$ cat src/rtl/sop_fabric.sv
module sop_fabric #(
  parameter int N_IN     = 4,
  parameter int N_OUT    = 4,
  parameter int N_TERM   = 12,
  parameter bit PAL_MODE = 1'b1
) (
  input  logic              clk,
  input  logic              rst_n,
  input  logic              cfg_din,
  input  logic              cfg_commit,
  input  logic [N_IN-1:0]   in_vec,
  output logic [N_OUT-1:0]  out_vec
);
  localparam int GROUP    = 3;
  localparam int FUSE_W   = 2 * N_IN;
  localparam int AND_BITS = N_TERM * FUSE_W;
  localparam int OR_BITS  = N_OUT * N_TERM;
  localparam int CHAIN    = AND_BITS + OR_BITS + N_OUT;

  logic [CHAIN-1:0]    chain_q;
  logic [AND_BITS-1:0] and_q;
  logic [N_OUT-1:0]    inv_q;
  logic [N_TERM-1:0]   term;
  logic [N_OUT-1:0]    sop;

  always_ff @(posedge clk or negedge rst_n) begin
    if (!rst_n) begin
      chain_q <= {{(AND_BITS + OR_BITS){1'b1}}, {N_OUT{1'b0}}};
      and_q   <= '1;
      inv_q   <= '0;
    end else if (cfg_commit) begin
      and_q <= chain_q[CHAIN-1 -: AND_BITS];
      inv_q <= chain_q[N_OUT-1:0];
    end else begin
      chain_q <= {chain_q[CHAIN-2:0], cfg_din};
    end
  end


  map_hold_chk: assert property (@(posedge clk) disable iff (!rst_n)
    !cfg_commit |=> ($stable(and_q) && $stable(inv_q)));


  chain_hold_chk: assert property (@(posedge clk) disable iff (!rst_n)
    cfg_commit |=> $stable(chain_q));

  for (genvar t = 0; t < N_TERM; t++) begin : g_term
    logic [FUSE_W-1:0] fz;
    logic [N_IN-1:0]   ok;
    assign fz = and_q[AND_BITS-1-t*FUSE_W -: FUSE_W];
    for (genvar i = 0; i < N_IN; i++) begin : g_lit
      assign ok[i] = (~fz[FUSE_W-1-2*i] | in_vec[i]) & (~fz[FUSE_W-2-2*i] | ~in_vec[i]);
    end
    assign term[t] = &ok;


    dead_term_chk: assert property (@(posedge clk) disable iff (!rst_n)
      (&fz) |-> !term[t]);
  end

  if (PAL_MODE) begin : g_fixed
    for (genvar o = 0; o < N_OUT; o++) begin : g_grp
      assign sop[o] = |term[GROUP*o +: GROUP];
    end
  end else begin : g_prog
    logic [OR_BITS-1:0] or_q;
    always_ff @(posedge clk or negedge rst_n) begin
      if (!rst_n)          or_q <= '1;
      else if (cfg_commit) or_q <= chain_q[N_OUT +: OR_BITS];
    end
    for (genvar o = 0; o < N_OUT; o++) begin : g_out
      logic [N_TERM-1:0] sel;
      for (genvar t = 0; t < N_TERM; t++) begin : g_sel
        assign sel[t] = term[t] & or_q[OR_BITS-1-o*N_TERM-t];
      end
      assign sop[o] = |sel;
    end
  end

  for (genvar o = 0; o < N_OUT; o++) begin : g_pol
    assign out_vec[o] = sop[o] ^ inv_q[N_OUT-1-o];


    idle_out_chk: assert property (@(posedge clk) disable iff (!rst_n)
      (term == '0) |-> (out_vec[o] == inv_q[N_OUT-1-o]));
  end
endmodule

$ cat config.mk
export PLATFORM = sky130hd
export DESIGN_NAME = sop_fabric
export DESIGN_NICKNAME = d
export VERILOG_FILES = /design/src/rtl/sop_fabric.sv
export SDC_FILE = /design/constraint.sdc
export NUM_CORES = 1
export LEC_CHECK = 0
export BUFFER_PORTS_ARGS = -buffer_cell sky130_fd_sc_hd__buf_2
export CORE_ASPECT_RATIO = 1.2
export CORE_MARGIN = 2
export CORE_UTILIZATION = 50
export DETAILED_ROUTE_END_ITERATION = 10
export GPL_TIMING_DRIVEN = 0
export PLACE_DENSITY = 0.66
export SLEW_MARGIN = 15
export SYNTH_ARGS = -nofsm -noshare
export SYNTH_HDL_FRONTEND = slang
export SYNTH_SLANG_ARGS = --single-unit
$ cat constraint.sdc
create_clock -name clk -period 1.4 [get_ports clk]
set_clock_uncertainty 0.15 [all_clocks]
set_input_delay 0 -clock clk [delete_from_list [all_inputs] [get_ports clk]]
set_output_delay 0 -clock clk [all_outputs]
set_load 0.005 [all_outputs]
==> results of run 1 <==
[synthesized netlist by cell type]
| cell type | n | area (sq um) |
|---|---|---|
| buf_2 | 16 | 80.08 |
| buf_4 | 1 | 7.510 |
| buf_6 | 6 | 67.56 |
| clkbuf_1 | 20 | 75.07 |
| dfrtp_1 | 8 | 200.2 |
| dfstp_2 | 240 | 6306 |
| inv_1 | 200 | 750.7 |
| mux2_2 | 48 | 540.5 |
| mux2i_1 | 48 | 480.5 |
| nand2_1 | 100 | 375.4 |
| nand3_1 | 4 | 20.02 |
| nand4_1 | 12 | 75.07 |
| o21ai_0 | 200 | 1001 |
| xnor2_1 | 4 | 35.03 |
[where the power goes]
| part | internal (mW) | switching [mW] | total (mW) |
|---|---|---|---|
| combinational | 0.877 | 1.10 | 1.98 |
| clock | 4.21 | 2.72 | 6.93 |
| sequential | 9.03 | 0.523 | 9.55 |
| total | 14.1 | 4.34 | 18.5 |
[path summary, 6_finish.rpt]
| path | startpoint | to | slack (ps) | cells after the start |
|---|---|---|---|---|
| max reg2reg | and_q[36] | and_q[36] | 390 | 2 |
| min | rst_n | inv_q[1] | -740 | 1 |
| max | and_q[24] | out_vec[2] | -510 | 5 |
| max in group asynchronous | rst_n | chain_q[3] | 310 | 3 |
| min reg2reg | chain_q[129] | chain_q[130] | 300 | 2 |
| min in group clk | cfg_din | chain_q[0] | 140 | 4 |
[area by class of cell]
type | count | area [sq um]
inverter | 200 | 750.7
fill | 1667 | 8227
timing repair buffer | 15 | 150.1
multi-input combinational | 416 | 2561
tap | 261 | 326.6
sequential | 248 | 6506
clock buffer | 37 | 740.7
buffer | 43 | 230.2
clock inverter | 9 | 126.4
[per-stage QoR]
step                      instance area, sq um  setup TNS [ps]  setup WS, ps
after floorplan                          10010               0         354.2
after global placement                   10390         -636170         -3996
after detailed placement                 10460           -2232        -45.13
after CTS                                11370           -1822        -481.9
after global routing                     11390           -1981        -537.7
final                                    11390           -1693        -505.8
[timing repair]
action                                  CTS  global route
endpoints found under the setup margin    4             6
gates cloned                              0             0
gates resized for setup                   3             4
endpoints found under the hold margin   111            76
pin swaps                                 4             1
[layer usage]
layer	vias up	GRT usage [%]
met2	56	29.09
li1	2964	-
met4	0	4.545
met5	-	0
met1	3034	23.81
met3	20	2.897
[cells by family after synthesis]
| logic type | count (synthesis) | synth area share, % |
|---|---|---|
| DFF | 248 | 64.97 |
| muxes | 96 | 10.19 |
| and+or+nand+nor | 116 | 4.698 |
| xor gates and xnor gates | 4 | 0.3498 |
| buffers and inverters | 243 | 9.795 |
| AOI/OAI and AO/OA | 200 | 9.995 |
[state kept, by name (all words and copies together) (netlist names)]
register and count:
and_q 96, chain_q 148, inv_q 4
[worst max-delay path, stage by stage, from the launching register on]
cell     delay (ps)
dfstp_2         530
mux2i_1          80
nand4_1         160
nand3_2         140
xnor2_2         180
buf_2           140
==> flow_metrics.tcl, run 1 <==
set metrics [dict create \
    outcome "complete, but fails checks" \
    violations "hold timing, setup timing" \
    relSlewSlack_pct 71.53 \
    cts.sinks 248 \
    rsz0062_at_grt "true" \
    area_growth_pct 13.76 \
    met3_length_um 475 \
    fmax_mhz 524.7 \
    fin_hold_ws_ps -739.6 \
    cp.arrival_ps 1760 \
    yosys_warnings 0 \
    p_per_area_nw_per_um2 1621 \
    grt_pass1_vias 6327 \
    cp.required_ps 1250 \
    hold_viol_final 159 \
    initial_core_util_pct 51.05 \
    cts_made_buffers 25 \
    syn_area_sq_um 10010 \
    die_area_sq_um 21180 \
    fin_total_pwr_mw 18.46 \
    drive_gt1_share_pct 38.22 \
    postCtsSetupBuffers 0 \
    die_h_um 159.0 \
    cp_max_fo 2 \
    grt-ovfl-total 0 \
    wl_per_cell_um 14.38 \
    fin_ws_ps -505.8 \
    fin_crit_sh_pct 136.1 \
    rows 56 \
    synth_cell_types 14 \
    max_cap_violations 0 \
    core_sq_um 19620 \
    wl_met2_um 8687 \
    period_minus_slack_ps 1906 \
    hold_path.class "in -> async" \
    setup_violations 4 \
    path_clk_slew_ps 60 \
    dp.cells 1180 \
    cts_root_buffer "clkbuf_16" \
    gp_congestion 0.7320 \
    final_max_slew_viol_count 0 \
    cts_max_path_buffers 3 \
    critPathCaptureType "output pin" \
    track_usage_pct 17.41 \
    netlist_instances 907 \
    cellLeakagePower_nw 4.571 \
    grt_pass1_wl_um 30550 \
    die_width_um 133.2 \
    final_common_cell "dfstp_2" \
    diodes 0 \
    vias 6074 \
    firstDrtPassIters 4 \
    cts_max_level 1 \
    ctsHoldBuffers 3 \
    startpoint_type "flop" \
    worst-setup-path-type "reg -> out" \
    synth_seq_area_share_pct 64.97 \
    clk_latency_ps 530 \
    final_antenna_net_count 0 \
    io_buffers 10 \
    final_cell_mix "dfstp_2, inv_1, o21ai_0, nand2_1, mux2_2" \
    drcViolationCount 0 \
    wl_um 17670 \
    final_nets 957 \
    peakVddDrop_v 0.001115 \
    highest_layer "met4" \
    finish.utilization_pct 58.07 \
    final_cells 1229 \
    synth_seq_cells 248 \
    via_per_inst 4.942 \
    syn_nets 915 \
    avgSynthCellArea_sq_um 11.04 \
    boundaryPins 12 \
    wl_met1_um 8232 \
    hpwl_um 10930 \
    antenna_found_initial 0 \
    worstMarginPinSlew_ps 427.0 \
    cts_tree "built" \
    grt_start_max_net_pins 86 \
    initialDrtViolationCount 271 \
]
No activity file was read; power rests on OpenSTA's default activity.
==> run 2, diff against run 1 <==
--- a/config.mk
+++ b/config.mk
@@ -5,6 +5,7 @@
 export SDC_FILE = /design/constraint.sdc
 export NUM_CORES = 1
 export LEC_CHECK = 0
+export ABC_AREA = 1
 export BUFFER_PORTS_ARGS = -buffer_cell sky130_fd_sc_hd__buf_2
 export CORE_ASPECT_RATIO = 1.2
 export CORE_MARGIN = 2
==> flow_metrics.tcl, run 2 <==
set metrics [dict create \
    outcome "complete, but fails checks" \
    violations "setup timing" \
    synth_commonest_cells "nand2_1, dfstp_2, inv_1, o21ai_0, nor2_1" \
    relSlewSlack_pct 49.83 \
    cts_made_buffers 27 \
    synth_cell_types 17 \
    synth-edff-count 0 \
    cp_max_fo 2 \
    syn_area_sq_um 10250 \
    yosys.area.top_type "dfstp_2" \
    area_growth_pct 13.95 \
    cell_internal_pwr_mw 14.09 \
    initial_core_util_pct 50.78 \
    die_area_sq_um 21670 \
    firstDrtPassIters 5 \
    final_cell_mix "nand2_1, dfstp_2, inv_1, o21ai_0, nor2_1" \
    grt_pass1_vias 7199 \
    cp.arrival_ps 1710 \
    fin_crit_sh_pct 132.9 \
    via_per_inst 4.899 \
    timing.rr.start "and_q[7]" \
    startpoint_type "flop" \
    core_sq_um 20180 \
    avgSynthCellArea_sq_um 9.267 \
    hpwl_um 13030 \
    hp-start "cfg_din" \
    grt_pass1_wl_um 35180 \
    cts_max_level 1 \
    worst-setup-path-type "reg -> out" \
    cp.required_ps 1250 \
    fillers 1786 \
    setup_violations 4 \
    peakVddDrop_v 0.001112 \
    cts_max_path_buffers 3 \
    synth_ff_type "dfstp_2" \
    cellLeakagePower_nw 4.953 \
    max_cap_violations 0 \
    boundaryPins 12 \
    final_nets 1156 \
    drive_gt1_share_pct 30.99 \
    critPathCaptureType "output pin" \
    ys_async_sr_fraction_pct 100.0 \
    worstMarginPinSlew_ps 752.6 \
    period_minus_slack_ps 1860 \
    yosys_warnings 0 \
    gp_congestion 0.7692 \
    dp.cells 1380 \
    drcViolationCount 0 \
    critPathLaunch "and_q[91]" \
    grt-ovfl-total 0 \
    wl_per_cell_um 14.45 \
    synth_seq_cells 248 \
    largest_reg_flops 148 \
    io_buffers 7 \
    hold_viol_final 0 \
    wl_um 20700 \
    vias 7020 \
    combPwrFrac_pct 12.2 \
    fin_ws_ps -460.1 \
    final_common_cell "nand2_1" \
    antenna_found_initial 0 \
    p_sw_mw 4.813 \
    final_max_slew_viol_count 0 \
    synth_seq_area_share_pct 63.48 \
    pwr-share-seq_pct 51.2 \
    diodes 0 \
    largest_registers "chain_q (148), and_q (96), inv_q (4)" \
    die_width_um 134.7 \
    p_per_area_nw_per_um2 1618 \
    p_clk_share_pct 36.6 \
    hold_path.class "in -> reg" \
    clk_latency_ps 530 \
    top_register "chain_q" \
    cts_root_buffer "clkbuf_16" \
    fin_hold_ws_ps 125.7 \
    synth_top_area_share_pct 61.52 \
    netlist_instances 1106 \
    final_cells 1433 \
    rsz0062_at_grt "true" \
    yosysMostFrequentCell "nand2_1" \
    synth_area_leaders "dfstp_2, o21ai_0, nand2_1" \
    die_h_um 160.8 \
    grt_start_max_net_pins 102 \
    p_sw_share_pct 25.46 \
    fmax_mhz 537.6 \
    syn_nets 1114 \
    final_antenna_net_count 0 \
    cts_tree "built" \
    cts.sinks 248 \
    rows 57 \
    initialDrtViolationCount 363 \
    path_clk_slew_ps 60 \
    track_usage_pct 20.12 \
]
## run 2: cell types whose count changed in the layout (fill, tap and decap cells not counted), sizes merged, moves of 24 or more
cell / previous run / this run
a21oi: 0 / 24
nand2: 100 / 263
mux2i: 48 / 0
mux2: 48 / 1
inv: 201 / 228
nor2: 0 / 48
o21ai: 200 / 235
## run 2: worst max-delay path: stages, from the launching register on
cell     delay (ps)
dfstp_2         530
nand2_2          60
nand2_2         110
nor2_2           40
nand2_1          90
nand3_1          90
nand2_1          80
nand2_2          60
buf_2           120
## run 2: cell type report
cell class,count,area (sq um),area share (%)
well taps,265,331.6,2.839
multi-input cells,579,2619,22.42
repair buffers,13,137.6,1.178
inverters,227,852.1,7.295
clock inverters,8,93.84,0.8034
clock buffers,41,768.2,6.577
plain buffers,52,371.6,3.182
flip-flops and latches,248,6506,55.70
## run 2: power by group through the flow
stage / Clock (mW) / Combinational (mW) / Sequential (mW)
finish: 6.91 / 2.31 / 9.68
global placement: 0 / 2.14 / 9.71
detailed placement: 0 / 2.23 / 9.76
global route: 7.30 / 2.75 / 9.84
floorplan: 0 / 1.56 / 9.60
CTS: 7.05 / 2.26 / 9.67
## run 2: layer usage
metal	track usage (%)	part of all wire, %	vias to the layer above
met5	0	0	-
met4	4.833	1.5	0
met3	2.778	3.3	21
met2	34.24	50	83
met1	27.37	45	3442
li1	-	-	3474
## run 2: final timing paths
path | end | depth (start not counted) | slack, ps
max in group asynchronous | and_q[50] | 3 | 270
setup / recovery | out_vec[0] | 8 | -460
setup reg to reg | and_q[7] | 3 | 340
hold reg to reg | and_q[71] | 2 | 310
hold / removal | chain_q[0] | 4 | 130
min in group asynchronous | chain_q[42] | 2 | 340
## run 2: cell families (layout without fill, tap and decap cells)
| group | after synthesis | count (layout) | share of synthesized area (%) |
|---|---|---|---|
| buf+inv | 279 | 341 | 11.94 |
| compound gates | 259 | 259 | 12.65 |
| simple gates | 319 | 319 | 11.83 |
| flops | 248 | 248 | 63.48 |
| mux | 1 | 1 | 0.1099 |
## run 2: per-stage QoR
stage | instance area (sq um) | power (mW) | setup slack, ps | TNS [ps] | util, %
6_report | 11680 | 18.90 | -460.1 | -1713 | 57.87
5_1_grt | 11680 | 19.90 | -545.4 | -2149 | 57.87
4_1_cts | 11580 | 18.98 | -472.3 | -1835 | 57.36
3_5_place_dp | 10680 | 11.99 | -42.15 | -139.7 | 52.92
3_3_place_gp | 10620 | 11.85 | -4022 | -639680 | 52.60
2_1_floorplan | 10250 | 11.16 | 312.4 | 0 | -
## run 2: what timing repair did
item,4_1_cts,5_1_grt
resized for setup,7,42
pin swaps,1,35
hold buffers,3,0
buffers inserted,0,1
hold endpoints to repair,205,0
setup endpoints to repair,4,4
